**config.mk**
```make
export PLATFORM = sky130hd
export DESIGN_NAME = prio_intc
export DESIGN_NICKNAME = d
export VERILOG_FILES = /design/src/rtl/prio_intc_pkg.sv /design/src/rtl/prio_intc_src_bank.sv /design/src/rtl/prio_intc_user_arb.sv /design/src/rtl/prio_intc_lvl_stack.sv /design/src/rtl/prio_intc_mask_timer.sv /design/src/rtl/prio_intc.sv
export SDC_FILE = /design/constraint.sdc
export NUM_CORES = 1
export LEC_CHECK = 0
export CAP_MARGIN = 20
export CELL_PAD_IN_SITES_DETAIL_PLACEMENT = 1
export CELL_PAD_IN_SITES_GLOBAL_PLACEMENT = 2
export CORE_UTILIZATION = 39
export DETAILED_ROUTE_END_ITERATION = 12
export GPL_ROUTABILITY_DRIVEN = 0
export GPL_TIMING_DRIVEN = 1
export PLACE_DENSITY = 0.92
export SLEW_MARGIN = 20
export SYNTH_ARGS = -nofsm -noshare
export SYNTH_HDL_FRONTEND = slang
export SYNTH_HIERARCHICAL = 1
export SYNTH_SLANG_ARGS = --single-unit
```
**constraint.sdc**
```tcl
create_clock -name clk -period 83.1 [get_ports clk]
set_input_delay 16.62 -clock clk [delete_from_list [all_inputs] [get_ports clk]]
set_output_delay 16.62 -clock clk [all_outputs]
set_load 0.01 [all_outputs]
```
**src/rtl/prio_intc_pkg.sv**
```systemverilog
package prio_intc_pkg;

    localparam int PRIO_W     = 3;
    localparam int LVL_W      = 4;
    localparam int NUM_TRAP   = 8;
    localparam int TRAP_IDX_W = 3;

    localparam logic [PRIO_W-1:0] PRIO_RESET = 3'd4;
    localparam logic [PRIO_W-1:0] PRIO_TOP   = 3'd7;

    typedef logic [LVL_W-1:0] level_t;

    typedef struct packed {
        logic [PRIO_W-1:0] prio;
        logic              en;
        logic              flag;
    } src_cfg_t;

    typedef enum logic [1:0] {
        RK_CFG   = 2'd0,
        RK_CTRL  = 2'd1,
        RK_TIMER = 2'd2,
        RK_TRAP  = 2'd3
    } reg_kind_e;

    function automatic logic user_eligible(src_cfg_t c, logic timed_mask);
        logic live;
        live = c.flag && c.en && (c.prio != '0);
        if (timed_mask && c.prio != PRIO_TOP) live = 1'b0;
        return live;
    endfunction

    function automatic level_t trap_level(logic [TRAP_IDX_W-1:0] t);
        return {1'b1, t};
    endfunction

endpackage

```
**src/rtl/prio_intc_src_bank.sv**
```systemverilog
module prio_intc_src_bank
    import prio_intc_pkg::*;
#(
    parameter int NUM_SRC = 32,
    parameter int IDX_W   = 5
) (
    input  logic                     clk,
    input  logic                     rst,
    input  logic                     wr_en,
    input  logic [IDX_W-1:0]         wr_idx,
    input  src_cfg_t                 wr_cfg,
    input  logic [NUM_SRC-1:0]       pulse,
    output src_cfg_t [NUM_SRC-1:0]   cfg_q
);

    always_ff @(posedge clk) begin
        if (rst) begin
            for (int i = 0; i < NUM_SRC; i++) begin
                cfg_q[i].prio <= PRIO_RESET;
                cfg_q[i].en   <= 1'b0;
                cfg_q[i].flag <= 1'b0;
            end
        end else begin
            for (int i = 0; i < NUM_SRC; i++) begin
                if (wr_en && wr_idx == IDX_W'(i)) cfg_q[i] <= wr_cfg;
                // an event wins over a clearing write in the same cycle
                if (pulse[i]) cfg_q[i].flag <= 1'b1;
            end
        end
    end

endmodule

```
**src/rtl/prio_intc_user_arb.sv**
```systemverilog
module prio_intc_user_arb
    import prio_intc_pkg::*;
#(
    parameter int NUM_SRC = 32,
    parameter int IDX_W   = 5
) (
    input  src_cfg_t [NUM_SRC-1:0] cfg,
    input  logic                   timed_mask,
    input  logic                   hold_user,
    output logic                   hit,
    output logic [IDX_W-1:0]       idx,
    output logic [PRIO_W-1:0]      prio
);

    always_comb begin
        hit  = 1'b0;
        idx  = '0;
        prio = '0;
        // scan downwards with >= so the lowest index keeps a tie
        for (int i = NUM_SRC - 1; i >= 0; i--) begin
            if (user_eligible(cfg[i], timed_mask) && cfg[i].prio >= prio) begin
                hit  = 1'b1;
                idx  = IDX_W'(i);
                prio = cfg[i].prio;
            end
        end
        if (hold_user) hit = 1'b0;
    end

endmodule

```
**src/rtl/prio_intc_lvl_stack.sv**
```systemverilog
module prio_intc_lvl_stack #(
    parameter int DEPTH = 4,
    parameter int W     = 4
) (
    input  logic                          clk,
    input  logic                          rst,
    input  logic                          push,
    input  logic                          pop,
    input  logic [W-1:0]                  din,
    output logic [W-1:0]                  dout,
    output logic [$clog2(DEPTH+1)-1:0]    cnt,
    output logic                          ovf
);

    localparam int CW = $clog2(DEPTH + 1);
    localparam int PW = (DEPTH > 1) ? $clog2(DEPTH) : 1;

    logic [W-1:0] mem [DEPTH];

    always_ff @(posedge clk) begin
        if (rst) begin
            cnt <= '0;
            ovf <= 1'b0;
        end else if (push) begin
            if (cnt == CW'(DEPTH)) begin
                ovf <= 1'b1;
            end else begin
                mem[PW'(cnt)] <= din;
                cnt           <= cnt + CW'(1);
            end
        end else if (pop && cnt != '0) begin
            cnt <= cnt - CW'(1);
        end
    end

    assign dout = (cnt != '0) ? mem[PW'(cnt - CW'(1))] : '0;

endmodule

```
**src/rtl/prio_intc_mask_timer.sv**
```systemverilog
module prio_intc_mask_timer #(
    parameter int CNT_W = 16
) (
    input  logic             clk,
    input  logic             rst,
    input  logic             load,
    input  logic [CNT_W-1:0] load_val,
    output logic [CNT_W-1:0] count,
    output logic             active
);

    always_ff @(posedge clk) begin
        if (rst)                count <= '0;
        else if (load)          count <= load_val;
        else if (count != '0)   count <= count - CNT_W'(1);
    end

    assign active = (count != '0);

endmodule

```
**src/rtl/prio_intc.sv**
```systemverilog
module prio_intc
    import prio_intc_pkg::*;
#(
    parameter int NUM_SRC     = 32,
    parameter int STACK_DEPTH = 4,
    parameter int CNT_W       = 16,
    parameter int DATA_W      = 16,
    parameter int IDX_W       = ($clog2(NUM_SRC) < TRAP_IDX_W) ? TRAP_IDX_W : $clog2(NUM_SRC),
    parameter int ADDR_W      = IDX_W + 2
) (
    input  logic               clk,
    input  logic               rst,
    input  logic               reg_we,
    input  logic [ADDR_W-1:0]  reg_addr,
    input  logic [DATA_W-1:0]  reg_wdata,
    output logic [DATA_W-1:0]  reg_rdata,
    input  logic [NUM_SRC-1:0] src_event,
    input  logic [NUM_TRAP-1:0] trap_event,
    input  logic               ipl_we,
    input  logic [PRIO_W-1:0]  ipl_wdata,
    input  logic               irq_ack,
    input  logic               irq_ret,
    output logic               irq_valid,
    output logic               irq_is_trap,
    output logic [IDX_W-1:0]   irq_index,
    output logic [LVL_W-1:0]   irq_level,
    output logic [LVL_W-1:0]   cur_level,
    output logic               timed_mask_on,
    output logic               stack_err
);

    localparam int SCW = $clog2(STACK_DEPTH + 1);

    reg_kind_e               reg_kind;
    logic [IDX_W-1:0]        reg_idx;
    src_cfg_t [NUM_SRC-1:0]  src_cfg;
    logic [NUM_TRAP-1:0]     trap_q;
    logic [NUM_TRAP-1:0]     trap_clr;
    logic                    trap_any;
    logic [TRAP_IDX_W-1:0]   trap_idx;
    logic                    nonest_q;
    logic                    in_service;
    logic [CNT_W-1:0]        mask_count;
    logic                    user_hit;
    logic [IDX_W-1:0]        user_idx;
    logic [PRIO_W-1:0]       user_prio;
    logic                    win_any;
    level_t                  win_level;
    level_t                  cur_q;
    level_t                  saved_level;
    logic [SCW-1:0]          stk_cnt;
    logic                    take;
    logic                    do_pop;

    assign reg_kind = reg_kind_e'(reg_addr[ADDR_W-1 -: 2]);
    assign reg_idx  = reg_addr[IDX_W-1:0];

    prio_intc_src_bank #(.NUM_SRC(NUM_SRC), .IDX_W(IDX_W)) u_bank (
        .clk    (clk),
        .rst    (rst),
        .wr_en  (reg_we && reg_kind == RK_CFG),
        .wr_idx (reg_idx),
        .wr_cfg (src_cfg_t'(reg_wdata[4:0])),
        .pulse  (src_event),
        .cfg_q  (src_cfg)
    );

    prio_intc_mask_timer #(.CNT_W(CNT_W)) u_timer (
        .clk      (clk),
        .rst      (rst),
        .load     (reg_we && reg_kind == RK_TIMER),
        .load_val (reg_wdata[CNT_W-1:0]),
        .count    (mask_count),
        .active   (timed_mask_on)
    );

    assign in_service = (stk_cnt != '0);

    prio_intc_user_arb #(.NUM_SRC(NUM_SRC), .IDX_W(IDX_W)) u_arb (
        .cfg        (src_cfg),
        .timed_mask (timed_mask_on),
        .hold_user  (nonest_q && in_service),
        .hit        (user_hit),
        .idx        (user_idx),
        .prio       (user_prio)
    );

    prio_intc_lvl_stack #(.DEPTH(STACK_DEPTH), .W(LVL_W)) u_stack (
        .clk  (clk),
        .rst  (rst),
        .push (take),
        .pop  (do_pop),
        .din  (cur_q),
        .dout (saved_level),
        .cnt  (stk_cnt),
        .ovf  (stack_err)
    );

    // trap flags and control register
    assign trap_clr = (reg_we && reg_kind == RK_TRAP) ? reg_wdata[NUM_TRAP-1:0] : '0;

    always_ff @(posedge clk) begin
        if (rst) begin
            trap_q   <= '0;
            nonest_q <= 1'b0;
        end else begin
            trap_q <= (trap_q & ~trap_clr) | trap_event;
            if (reg_we && reg_kind == RK_CTRL) nonest_q <= reg_wdata[0];
        end
    end

    always_comb begin
        trap_any = 1'b0;
        trap_idx = '0;
        for (int i = 0; i < NUM_TRAP; i++) begin
            if (trap_q[i]) begin
                trap_any = 1'b1;
                trap_idx = TRAP_IDX_W'(i);
            end
        end
    end

    // final selection: traps outrank every peripheral source
    always_comb begin
        if (trap_any) begin
            win_any     = 1'b1;
            win_level   = trap_level(trap_idx);
            irq_index   = IDX_W'(trap_idx);
            irq_is_trap = 1'b1;
        end else begin
            win_any     = user_hit;
            win_level   = {1'b0, user_prio};
            irq_index   = user_idx;
            irq_is_trap = 1'b0;
        end
    end

    assign irq_valid = win_any && (win_level > cur_q);
    assign irq_level = win_level;
    assign take      = irq_ack && irq_valid;
    assign do_pop    = irq_ret && !take;

    always_ff @(posedge clk) begin
        if (rst)                          cur_q <= '0;
        else if (take)                    cur_q <= win_level;
        else if (do_pop && in_service)    cur_q <= saved_level;
        else if (ipl_we && !cur_q[LVL_W-1]) cur_q <= {1'b0, ipl_wdata};
    end

    assign cur_level = cur_q;

    always_comb begin
        reg_rdata = '0;
        unique case (reg_kind)
            RK_CFG: begin
                if (32'(reg_idx) < NUM_SRC) reg_rdata = DATA_W'(src_cfg[reg_idx]);
            end
            RK_CTRL:  reg_rdata = DATA_W'(nonest_q);
            RK_TIMER: reg_rdata = DATA_W'(mask_count);
            RK_TRAP:  reg_rdata = DATA_W'(trap_q);
            default:  reg_rdata = '0;
        endcase
    end

endmodule

```
# After elaboration in Yosys (flattened, before gate mapping)
# Memory sizes are Yosys's and may differ from the RTL's.
# Cells that the tools add are included.
# totals
register_bits	193
ramBits	16
in_bits	72
output_inout_bits	33
elab_cells	685
mem_count	1
# op_classes
add_sub_neg	3
order_cmp	34
eq_ne	68
mux	229
bitwise	3
n_reduce_logical	245
# mem_list
name	depth	width	read_ports	rd_ports_with_merged_regs	wr	line_no	source
u_stack.mem	4	4	1	0	1	prio_intc_lvl_stack.sv:18	logic [W-1:0] mem [DEPTH];
# op_table
cell	count
1-bit logical AND	170
5-bit two-way mux	34
1-bit two-way mux	144
3-bit two-way mux	41
3-bit nonzero test	34
3-bit inequality test, second input constant	32
3-bit >= comparator	31
5-bit equality test, second input constant	16
2-bit nonzero test	34
16-bit one-hot mux with 4 select lines	1
5-bit by 4-bit equality test with 1-bit output, second input constant	8
16-bit two-way mux	2
5-bit binary-select mux with 5-bit select	1
5-bit by 3-bit equality test with 1-bit output, second input constant	4
4-bit two-way mux	5
16-bit nonzero test	1
16-bit by 1-bit subtractor with 16-bit output, second input constant	1
5-bit by 2-bit equality test with 1-bit output, second input constant	2
8-bit bitwise AND	1
8-bit two-way mux	1
8-bit NOT	1
8-bit bitwise OR	1
5-bit by 6-bit < comparator with 1-bit output, second input constant	1
5-bit by 1-bit equality test with 1-bit output, second input constant	1
other kinds (12)	15

# Depth between registers and ports, before layout
# Gate-level depths: netlist of run 1.
# depth
depth_word	107
depth_mapped	248
depth_no_buf	245

# Cells and area by module
# Netlist of run 1, hierarchy kept.
# by_module_without_submodules
mod	instances	cells_per_inst	area_each_um2	seq_area_each_um2
prio_intc_src_bank	1	759	6354.8	3203.1
prio_intc_user_arb	1	905	5719.2	0.0
prio_intc	1	285	2539.9	260.2
prio_intc_mask_timer	1	110	970.9	320.3
prio_intc_lvl_stack	1	62	927.1	560.5

# Worst setup path after synthesis of run 1
# OpenSTA, ideal clock, no wires.
# synth_path
path_kind	register to output
from	register u_timer.count[0]
to	output irq_valid
arrival_ns	43.049
required_time_ns	66.480
path_slack_ns	23.431
stages_incl_launch_ff	236
path_buffers	4
cell_sequence	dfxtp_1 inv_1 ha_1 nor3b_1 nand4_2 clkbuf_1 clkbuf_1 buf_2 clkbuf_1 a2bb2oi_1 nor2_1 and2_1 ha_1 nor2b_1 o21a_1 or3_1 nand3_1 o21ai_0 (+200 left out) ha_1 nand2b_1 a21o_1 o21ai_0 a21boi_1 o31ai_1 inv_1 ha_1 a21o_1 a21oi_1 a211oi_1 o31ai_1 a22o_1 a21o_1 ha_1 a21oi_1 o21a_1 nor2_1
# synth_between
elab_chain_len	101
elab_cells_between_ends	197
cone_classes	order compare: 32; mux: 99; reduce/logical: 66
# synth_rtl
item	line_no	source
start: declaration	prio_intc_mask_timer.sv:8	output logic [CNT_W-1:0] count,
start signal: assignment	prio_intc_mask_timer.sv:14	else if (load) count <= load_val;
start signal: assignment	prio_intc_mask_timer.sv:15	else if (count != '0) count <= count - CNT_W'(1);
16-bit nonzero test (*)	prio_intc_mask_timer.sv:18	assign active = (count != '0);
named net timed_mask_on	prio_intc.sv:28	output logic timed_mask_on,
1-bit logical AND	prio_intc_pkg.sv:29	if (timed_mask && c.prio != PRIO_TOP) live = 1'b0;
1-bit two-way mux	prio_intc_pkg.sv:29	
1-bit logical AND	prio_intc_user_arb.sv:21	if (user_eligible(cfg[i], timed_mask) && cfg[i].prio >= prio) begin
3-bit two-way mux	prio_intc_user_arb.sv:21	
3-bit >= comparator	prio_intc_user_arb.sv:21	
1-bit logical AND	prio_intc_user_arb.sv:21	
(+88 left out)	--	
3-bit >= comparator	prio_intc_user_arb.sv:21	
1-bit logical AND	prio_intc_user_arb.sv:21	
3-bit two-way mux (*)	prio_intc_user_arb.sv:21	
named net user_prio[1]	prio_intc.sv:46	logic [PRIO_W-1:0] user_prio;
4-bit two-way mux (*)	prio_intc.sv:125	if (trap_any) begin
named net irq_level[1]	prio_intc.sv:26	output logic [LVL_W-1:0] irq_level,
4-bit greater-than comparator (*)	prio_intc.sv:138	assign irq_valid = win_any && (win_level > cur_q);
1-bit logical AND (*)	prio_intc.sv:138	
end: declaration	prio_intc.sv:23	output logic irq_valid,
# The timed path passes the listed nets; every way through them passes the cells marked *.

# Final worst setup path of run 1
# layout_path
from	register u_timer.count[7]
to	output irq_valid
# layout_between
elab_chain_len	101
elab_cells_between_ends	197
cone_classes	order compare: 32; mux: 99; reduce/logical: 66
# layout_rtl
item	line_no
16-bit nonzero test (*)	prio_intc_mask_timer.sv:18
1-bit logical AND	prio_intc_pkg.sv:29
1-bit two-way mux	prio_intc_pkg.sv:29
1-bit logical AND	prio_intc_user_arb.sv:21
3-bit two-way mux	prio_intc_user_arb.sv:21
3-bit >= comparator	prio_intc_user_arb.sv:21
1-bit logical AND	prio_intc_user_arb.sv:21
3-bit two-way mux	prio_intc_user_arb.sv:21
(+86 left out)	--
3-bit two-way mux	prio_intc_user_arb.sv:21
3-bit >= comparator	prio_intc_user_arb.sv:21
1-bit logical AND	prio_intc_user_arb.sv:21
3-bit two-way mux (*)	prio_intc_user_arb.sv:21
named net user_prio[0]	prio_intc.sv:46
4-bit two-way mux (*)	prio_intc.sv:125
4-bit greater-than comparator (*)	prio_intc.sv:138
1-bit logical AND (*)	prio_intc.sv:138
# Marks and branches as above.

==> flow_summary_export.csv, run 1 <==
group,metric,value,unit
run_status,status,"completed",
synthesis,synth-compound-area-share,28.7,%
synthesis,syn_area,16500,um^2
pwr,p_total,0.333,mW
cts,cts_made_buffers,26,
synthesis,synth-seq-area-share,26.3,%
floorplan,io_pins,105,
synthesis,synth_simple_gate_area_share,24.0,%
cts,clk-insertion-delay-late,0.56,ns
route,drtPass1Iterations,5,
pwr,ir_drop,0.0000134,V
timing,min_period,68.75,ns
setup_path,cp_slowest_stage_delay,0.74,ns
grt,overflow,0,
floorplan,core_area,41900,um^2
synthesis,syn_area_per_cell,7.79,um^2
synthesis,synth_top_area_share,23.4,%
floorplan,start_util,39.5,%
route,wl,64600,um
cts,clock_sinks,209,
timing,skew,0.0165,ns
setup_path,crit_required,66.48,ns
floorplan,die_w,208,um
timing,report.final.slew_viol_count,0,
hold_path,hp-class,"reg -> reg",
synthesis,async_reset_ff_share,0,%
timing,rsz0062_at_grt,"no",
timing,hold_viol,0,
timing,fin_tns_setup,0,ns
grt,grt_max_degree,127,
setup_path,start_kind,"register",
route,drtIter0Drc,1254,
timing,clock.fmax,14.5,MHz
pwr,power_density,18.0,nW/um^2
route,drtAntennaViolNets,0,
run,drv_cap,0,
setup_path,crit_start,"u_timer/count[7]",
cts,cts-root-buf,"clkbuf_16",
synthesis,ys_warn_count,6,
route,vias,17100,
setup_path,crit_path_end_kind,"primary output",
cts,hold_buffers,0,
floorplan,die_h,208,um
synthesis,syn_nets,2239,
synthesis,synth_edf_count,16,
route,drt-wirelength-per-cell,24.0,um
setup_path,r2r_end,"u_stack/mem[1][0]",
pwr,leakage,6.58,nW
route,vias_per_cell,6.36,
place,port_buffers,104,
synthesis,synth_common_cells,"263 x a21oi_1, 193 x dfxtp_1, 179 x nand2_1",
setup_path,slowest_stage,"a221oi_1",
synthesis,synthAdderAreaFrac,3.85,%
setup_path,crit_type,"reg -> out",
setup_path,worstPathArrival,52.13,ns
synthesis,synth_xor_area_share,0.796,%
floorplan,design.die.area,43200,um^2
cts,ctsResizeCount,0,
grt,grtUsageTotal,29.3,%
synthesis,synth_top_family_by_area,"compound AO/OA/AOI/OAI gates",
route,drc,0,
cells_and_area,fillers,5084,
timing,setup_violations,0,
grt,grt_pass1_wl,101000,um
cells_and_area,areaGrowthSynthToFinish,12.1,%
setup_path,worst-r2r-cell-count,230,
cts,cts_setup_buffers,0,
synthesis,post-synth-top-count-cell,"a21oi_1",
cts,htreeDepth,1,
grt,antenna_found_initial,1,
cells_and_area,layout.nets,2249,
setup_path,regToRegSetupSlack,30.72,ns
grt,first_global_vias,17600,
setup_path,crit_top_cell,"ha_1",
setup_path,rr_startpoint,"u_timer/count[7]",
setup_path,worstPathMaxFanout,44,
timing,min_period_over_period,82.7,%
synthesis,yosys-top-cells-area,"dfxtp_1 23%, a21oi_1 8.0%, o21ai_0 5.3%",
timing,slew_headroom,30.3,%
synthesis,synthMuxAreaShare,10.2,%
place,place.detailed.hpwl,46000,um
setup_path,endpoint,"irq_valid",
cts,clockBufferDepth,3,
synthesis,yosys_most_used_dff,"dfxtp_1",
cts,cts_tree,"done",
synthesis,ys_ff_latch,209,
cts,cts.clk_slew.worst_paths,0.06,ns
floorplan,std_cell_rows,75,
synthesis,synthDistinctLibCells,126,
synthesis,syn-instance-count,2121,
synthesis,synth_area_leader_cell,"dfxtp_1",
cells_and_area,drive_above_1_share,9.40,%
timing,tightest_slew,1.04,ns
[where the power goes]
group          total [mW]  switching, mW  internal [mW]
registers           0.122         0.0122          0.110
logic              0.0966         0.0572         0.0394
clock network       0.115         0.0474         0.0673
total               0.333          0.117          0.216
[worst min-delay path by stage]
stage | from | end | slack (ns) | cells past startpoint
2_1_floorplan | u_bank/cfg_q[25] | u_bank/cfg_q[25] | 0.46 | 2
3_3_place_gp | u_stack/ovf | u_stack/ovf | 0.47 | 2
3_5_place_dp | u_bank/cfg_q[81] | u_bank/cfg_q[81] | 0.49 | 2
4_1_cts | u_bank/cfg_q[116] | u_bank/cfg_q[116] | 0.50 | 2
5_1_grt | u_bank/cfg_q[36] | u_bank/cfg_q[36] | 0.52 | 2
6_report | u_bank/cfg_q[116] | u_bank/cfg_q[116] | 0.50 | 2
[stage by stage]
step	cells	hold WS (ns)	setup WS [ns]	utilization [%]	instance area [um^2]
after floorplan	2121	0.456	23.43	-	16500
after global placement	2641	0.470	18.37	42.1	17600
after detailed placement	2641	0.488	15.74	42.1	17600
after CTS	2687	0.500	15.00	44.2	18500
after global routing	2689	0.524	10.08	44.2	18500
final	2689	0.497	14.35	44.2	18500
[metal layers]
metal  wire (um)  track usage, %  part of all wire (%)
met1       28300            38.6                    44
met5           0               0                     0
met4        2300            10.9                   3.6
met3        3010            2.66                   4.7
met2       31000            49.7                    48
[worst max-delay path: cells and delay by family, from the launching register on]
kind,cells,cell delay (ns)
AO/OA/AOI/OAI,101,24.26
adder cells (fa/ha/maj),35,9.44
buffers and inverters,6,0.93
flip-flops,1,0.39
multiplexers,7,2.61
AND/OR/NAND/NOR,79,13.89
[kinds of logic (layout without fill, tap and decap cells)]
kind of cell	after synthesis	in the layout
AO/OA/AOI/OAI	743	743
buffers and inverters	214	242
XOR/XNOR	15	15
adder cells (fa/ha/maj)	52	52
flip-flops	209	209
AND/OR/NAND/NOR	763	763
multiplexers	125	125
other	0	1
[sequential cells by signal, indices dropped and copies added, names as in the netlist]
signal	cells
u_bank/cfg_q	160
u_stack/cnt	3
u_stack/mem	16
u_timer/count	16
cur_level	4
u_stack/ovf	1
nonest_q	1
trap_q	8
[placed cells by master (no fill, tap or decap), types with 22 or more instances in the layout]
cell type and count:
mux4_2 33, and3_1 22, o21ai_0 175, inv_1 74, clkbuf_16 26, nor3_1 34
nor2b_1 29, and2_1 33, nand2_1 179, a21oi_1 263, nand3_1 154, a31oi_1 30
nor2_1 146, nand4_1 22, ha_1 46, nand2b_1 45, dfxtp_1 193, mux2i_1 76
clkdlybuf4s50_1 100
[layout make-up]
cell class / count / area [um^2] / share of cell area [%]
antenna: 1 / 2.50 / 0.0135
clock inverter: 12 / 134 / 0.723
multi-input combinational: 1698 / 11200 / 60.5
sequential: 209 / 4340 / 23.5
inverter: 75 / 284 / 1.53
timing repair buffer: 121 / 1150 / 6.24
tap: 539 / 674 / 3.64
clock buffer: 34 / 721 / 3.89
No activity file was read; power rests on OpenSTA's default activity.
==> run 2, diff against run 1 <==
Settings changed: CORE_UTILIZATION 39 to 36, PLACE_DENSITY 0.92 to 0.86.
Clock period 83.1 ns to 64.9 ns, I/O delays scaled along.
==> run 2 against run 1 <==
Critical path depth grew 6. Largest power group unchanged. Clock power up 35%. Clock skew is 0.0027 ns higher. Sequential power grew 27%. Non-clock buffer count rose by 5. Highest routed layer unchanged. Flip-flop and latch count did not move. First-iteration DRC count up 11%. Via count is 0.43% higher. Critical endpoint unchanged. Global-route usage shrank 2.4 points.
==> flow_summary_export.csv, run 2 (synthesis gave the netlist of run 1 again) <==
group,metric,value,unit
run_status,status,"completed",
grt,grtUsageTotal,26.9,%
cells_and_area,largest_register,"u_bank/cfg_q",
setup_path,crit_required,51.92,ns
hold_path,hp-class,"reg -> reg",
pwr,p_total,0.435,mW
grt,met1_usage,35.5,%
setup_path,crit_top_cell,"ha_1",
timing,skew,0.0192,ns
place,place_ws,1.83,ns
grt,overflow,0,
timing,slew_headroom,24.1,%
pwr,p_comb_share,28.7,%
route,drtAntennaViolNets,0,
route,drt-wirelength-per-cell,23.6,um
floorplan,core_area,45300,um^2
floorplan,die_h,216,um
grt,first_global_vias,17200,
cts,clk-insertion-delay-late,0.55,ns
grt,antenna_found_initial,0,
timing,clock.fmax,16.3,MHz
cells_and_area,final_cell_mix,"260 x a21oi_1, 193 x dfxtp_1, 179 x nand2_1",
route,drc,0,
route,vias,17200,
timing,setup_violations,0,
place,port_buffers,104,
cts,cts.clk_slew.worst_paths,0.06,ns
setup_path,start_kind,"register",
setup_path,crit_type,"reg -> out",
pwr,ir_drop,0.0000215,V
cells_and_area,largest_reg_flops,160,
floorplan,design.die.area,46700,um^2
route,drtIter0Drc,1390,
pwr,power_density,23.1,nW/um^2
setup_path,cp_top_family,"compound AO/OA/AOI/OAI gates",
setup_path,crit_path_end_kind,"primary output",
pwr,switchingPower,0.150,mW
grt,grt_pass1_wl,100000,um
cts,cts-root-buf,"clkbuf_16",
timing,finalWorstSetupSlack,3.47,ns
cts,clock_sinks,209,
cts,cts_made_buffers,25,
setup_path,worstPathMaxFanout,46,
pwr,clkPwrFrac,35.7,%
pwr,switching_share,34.4,%
timing,hold_ws,0.504,ns
floorplan,start_util,36.5,%
cells_and_area,reg_top3,"u_bank/cfg_q: 160 flops, u_stack/mem: 16 flops, u_timer/count: 16 flops",
cts,clockBufferDepth,3,
grt,met3_usage,2.09,%
timing,min_period_over_period,94.7,%
setup_path,worstPathArrival,48.45,ns
run,drv_cap,0,
pwr,p_seq_share,35.7,%
timing,min_period,61.43,ns
setup_path,slowest_stage,"clkdlybuf4s50_1",
floorplan,std_cell_rows,78,
cells_and_area,areaGrowthSynthToFinish,13.9,%
cts,cts_tree,"done",
grt,grt_max_degree,139,
pwr,intPower,0.285,mW
timing,tightest_slew,1.14,ns
timing,hold_viol,0,
timing,report.final.slew_viol_count,0,
route,drtPass1Iterations,5,
cells_and_area,layout.nets,2253,
cells_and_area,layout_commonest_cell,"a21oi_1",
place,place.detailed.hpwl,45500,um
cts,hold_buffers,0,
grt,grt.busiest_layer,"met2",
setup_path,crit_buf_inv,9,
route,wl,64900,um
pwr,leakage,6.67,nW
setup_path,cp_slowest_stage_delay,0.49,ns
route,vias_per_cell,6.23,
cells_and_area,drive_above_1_share,10.9,%
floorplan,io_pins,105,
cells_and_area,fillers,5537,
cts,htreeDepth,1,
floorplan,die_w,216,um
grt,use_met2,44.9,%
## run 2: cell types whose count changed in the layout (fill, tap and decap cells not counted), sizes merged
cell	previous run	this run
clkbuf	34	28
bufinv	2	5
inv	76	78
buf	21	26
clkinv	7	8
## run 2: final timing paths
path | cells after the start | slack (ns) | start | end
hold / removal | 2 | 0.50 | u_bank/cfg_q[36] | u_bank/cfg_q[36]
setup reg to reg | 235 | 16.29 | u_timer/count[0] | u_stack/mem[3][1]
setup / recovery | 234 | 3.47 | u_timer/count[0] | irq_valid
hold reg to reg | 2 | 0.50 | u_bank/cfg_q[36] | u_bank/cfg_q[36]
## run 2: worst min-delay path, stage by stage (launching register included)
cell     delay [ns]
dfxtp_1        0.32
o21ai_0        0.07
a21oi_1        0.06
## run 2: per-layer routing
layer	routed length [um]	vias up
met5	0	-
met4	2560	0
met3	2880	138
met2	30900	513
met1	28500	8632
li1	-	7885
## run 2: what timing repair did
item | 4_1_cts | 5_1_grt
setup buffers | 0 | 4
resized for setup | 0 | 36
endpoints found under the setup margin | 0 | 9
## run 2: cell type report
| class | count | area [um^2] | share of cell area [%] |
|---|---|---|---|
| inverters | 75 | 284 | 1.51 |
| multi-input cells | 1698 | 11300 | 60.3 |
| clock inverters | 18 | 236 | 1.26 |
| repair buffers | 126 | 1200 | 6.38 |
| well taps | 600 | 751 | 3.99 |
| diodes | 1 | 2.50 | 0.0133 |
| clock buffers | 28 | 657 | 3.49 |
| flip-flops and latches | 209 | 4340 | 23.1 |
## run 2: power groups by stage
| stage | Sequential [mW] | Clock, mW | Combinational (mW) |
|---|---|---|---|
| finish | 0.155 | 0.155 | 0.125 |
| detailed placement | 0.158 | 0 | 0.121 |
| floorplan | 0.152 | 0 | 0.0864 |
| CTS | 0.155 | 0.157 | 0.123 |
| global placement | 0.157 | 0 | 0.118 |
| global route | 0.157 | 0.162 | 0.135 |
## run 2: per-stage QoR
step / util, % / std cells / area [um^2] / TNS (ns)
global placement: 39.2 / 2704 / 17700 / 0
floorplan: - / 2121 / 16500 / 0
CTS: 41.2 / 2750 / 18600 / 0
global route: 41.5 / 2754 / 18800 / -0.167
detailed placement: 39.2 / 2704 / 17700 / 0
finish: 41.5 / 2755 / 18800 / 0
==> run 3, diff against run 2 <==
Settings changed: PLACE_DENSITY 0.86 to default, PLACE_DENSITY_LB_ADDON from default to 0.1.
==> run 3 against run 2 <==
Maximum frequency about the same. Core utilization is 0.10 points higher. Flip-flop and latch count stayed put. Cell area rose by 0.25%. Highest routed layer unchanged. Largest power group unchanged.
==> flow_summary_export.csv, run 3 (synthesis gave the netlist of run 1 again) <==
group,metric,value,unit
floorplan,design.die.area,46700,um^2
place,place.detailed.hpwl,46900,um
cells_and_area,layout.nets,2266,
cells_and_area,design_area,18900,um^2
timing,tightest_slew,1.05,ns
grt,antenna_found_initial,2,
hold_path,hp-class,"reg -> reg",
timing,slew_headroom,30.0,%
setup_path,crit_path_end_kind,"primary output",
cts,clk-insertion-delay-late,0.56,ns
place,port_buffers,104,
floorplan,die_h,216,um
timing,min_period,61.40,ns
setup_path,crit_required,51.92,ns
cts,htreeDepth,1,
place,placed_cell_area,17700,um^2
setup_path,start_kind,"register",
setup_path,rr_startpoint,"u_timer/count[0]",
run_status,status,"completed",
route,vias_per_cell,6.12,
cells_and_area,largest_reg_flops,160,
pwr,power_density,23.9,nW/um^2
route,drc,0,
timing,skew,0.0256,ns
pwr,switching_share,36.0,%
cells_and_area,reg_top3,"u_bank/cfg_q: 160 flops, u_stack/mem: 16 flops, u_timer/count: 16 flops",
pwr,p_comb_share,32.1,%
setup_path,worstPathArrival,48.42,ns
timing,min_period_over_period,94.6,%
route,wl,67400,um
pwr,intPower,0.289,mW
setup_path,worst-r2r-cell-count,236,
place,place_inst,2703,
pwr,p_seq_share,34.7,%
floorplan,io_pins,105,
grt,first_global_vias,16700,
grt,grt_max_degree,104,
timing,hold_viol,0,
pwr,clkPwrFrac,33.2,%
grt,overflow,0,
route,drt-wirelength-per-cell,24.3,um
timing,report.final.slew_viol_count,0,
route,drtIter0Drc,1454,
setup_path,crit_top_cell,"ha_1",
cts,clockBufferDepth,3,
timing,clock.fmax,16.3,MHz
timing,fin_tns_setup,0,ns
cells_and_area,layout_commonest_cell,"a21oi_1",
cells_and_area,final_cells,2770,
setup_path,endpoint,"irq_valid",
setup_path,crit_type,"reg -> out",
cts,clock_sinks,209,
cells_and_area,areaGrowthSynthToFinish,14.2,%
pwr,ir_drop,0.0000169,V
route,drtAntennaViolNets,0,
pwr,p_total,0.451,mW
grt,grtUsageTotal,27.7,%
cts,cts-root-buf,"clkbuf_16",
route,vias,16900,
cts,cts_made_buffers,26,
cells_and_area,final_cell_mix,"261 x a21oi_1, 193 x dfxtp_1, 179 x nand2_1",
setup_path,slowest_stage,"clkdlybuf4s50_1",
cells_and_area,largest_register,"u_bank/cfg_q",
pwr,switchingPower,0.163,mW
floorplan,std_cell_rows,78,
cts,cts_tree,"done",
run,drv_cap,0,
floorplan,die_w,216,um
cts,hold_buffers,0,
setup_path,crit_start,"u_timer/count[0]",
timing,setup_violations,0,
route,drtPass1Iterations,5,
setup_path,worstPathMaxFanout,13,
cells_and_area,drive_above_1_share,11.1,%
setup_path,r2r_end,"u_stack/mem[0][0]",
pwr,leakage,6.71,nW
grt,grt_pass1_wl,102000,um
setup_path,cp_slowest_stage_delay,0.48,ns
setup_path,regToRegSetupSlack,16.35,ns
floorplan,core_area,45300,um^2
cts,cts.clk_slew.worst_paths,0.06,ns
floorplan,start_util,36.5,%
==> run 3: cell types whose count changed in the layout (fill, tap and decap cells not counted), moves of 2 or more <==
cell       change
buf_4         +11
bufinv_16      -2
clkbuf_1       +5
inv_6          -3
nand4_2        +2
nor2_1         -2
nor2_2         +2
nor4_2         -2
nor4_4         +2
==> run 3: layer usage <==
layer  vias up  share of wire [%]  GRT usage [%]
li1       7937                  -              -
met1      8532                 47           38.2
met2       376                 48           46.3
met3        96                3.1           1.87
met4         0                2.7           7.61
met5         -                  0              0
==> run 3: final cells by class <==
type / instances / area (um^2)
Clock inverter: 14 / 163
Fill cell: 5487 / 26400
Antenna cell: 2 / 5.00
Timing Repair Buffer: 136 / 1270
Clock buffer: 34 / 701
Inverter: 75 / 284
Sequential cell: 209 / 4340
Multi-Input combinational cell: 1700 / 11300
Tap cell: 600 / 751
==> run 3: timing repair <==
item / CTS / global route
setup buffers: 0 / 15
resized for setup: 0 / 30
endpoints found under the setup margin: 0 / 9
==> run 3: worst min-delay path by stage <==
stage / from / endpoint / slack [ns] / cells after the start
after floorplan: u_bank/cfg_q[25] / u_bank/cfg_q[25] / 0.46 / 2
after global placement: u_bank/cfg_q[96] / u_bank/cfg_q[96] / 0.48 / 2
after detailed placement: u_bank/cfg_q[116] / u_bank/cfg_q[116] / 0.49 / 2
after CTS: u_bank/cfg_q[116] / u_bank/cfg_q[116] / 0.50 / 2
after global routing: u_bank/cfg_q[116] / u_bank/cfg_q[116] / 0.51 / 2
final: u_bank/cfg_q[45] / u_bank/cfg_q[45] / 0.50 / 2
==> run 3: worst max-delay path, delay by kind of cell (launching register included) <==
| kind | cells | cell delay (ns) |
|---|---|---|
| compound gates | 101 | 20.85 |
| fa+ha+maj | 37 | 10.17 |
| buf+inv | 8 | 0.99 |
| flops | 1 | 0.36 |
| mux | 7 | 2.43 |
| simple gates | 79 | 13.05 |
==> run 3: power by group through the flow <==
stage	clock (mW)	combinational [mW]	sequential (mW)
after global routing	0.157	0.156	0.158
after detailed placement	0	0.122	0.158
after CTS	0.153	0.123	0.155
final	0.150	0.145	0.157
after global placement	0	0.119	0.157
after floorplan	0	0.0864	0.152
==> run 3: metrics by stage <==
stage          setup WS [ns]  hold slack [ns]  utilization [%]
5_1_grt               -0.188            0.507             41.6
4_1_cts                0.516            0.497             41.0
6_report                3.50            0.502             41.6
3_3_place_gp            3.16            0.477             39.1
2_1_floorplan           8.87            0.456                -
3_5_place_dp            1.37            0.489             39.1
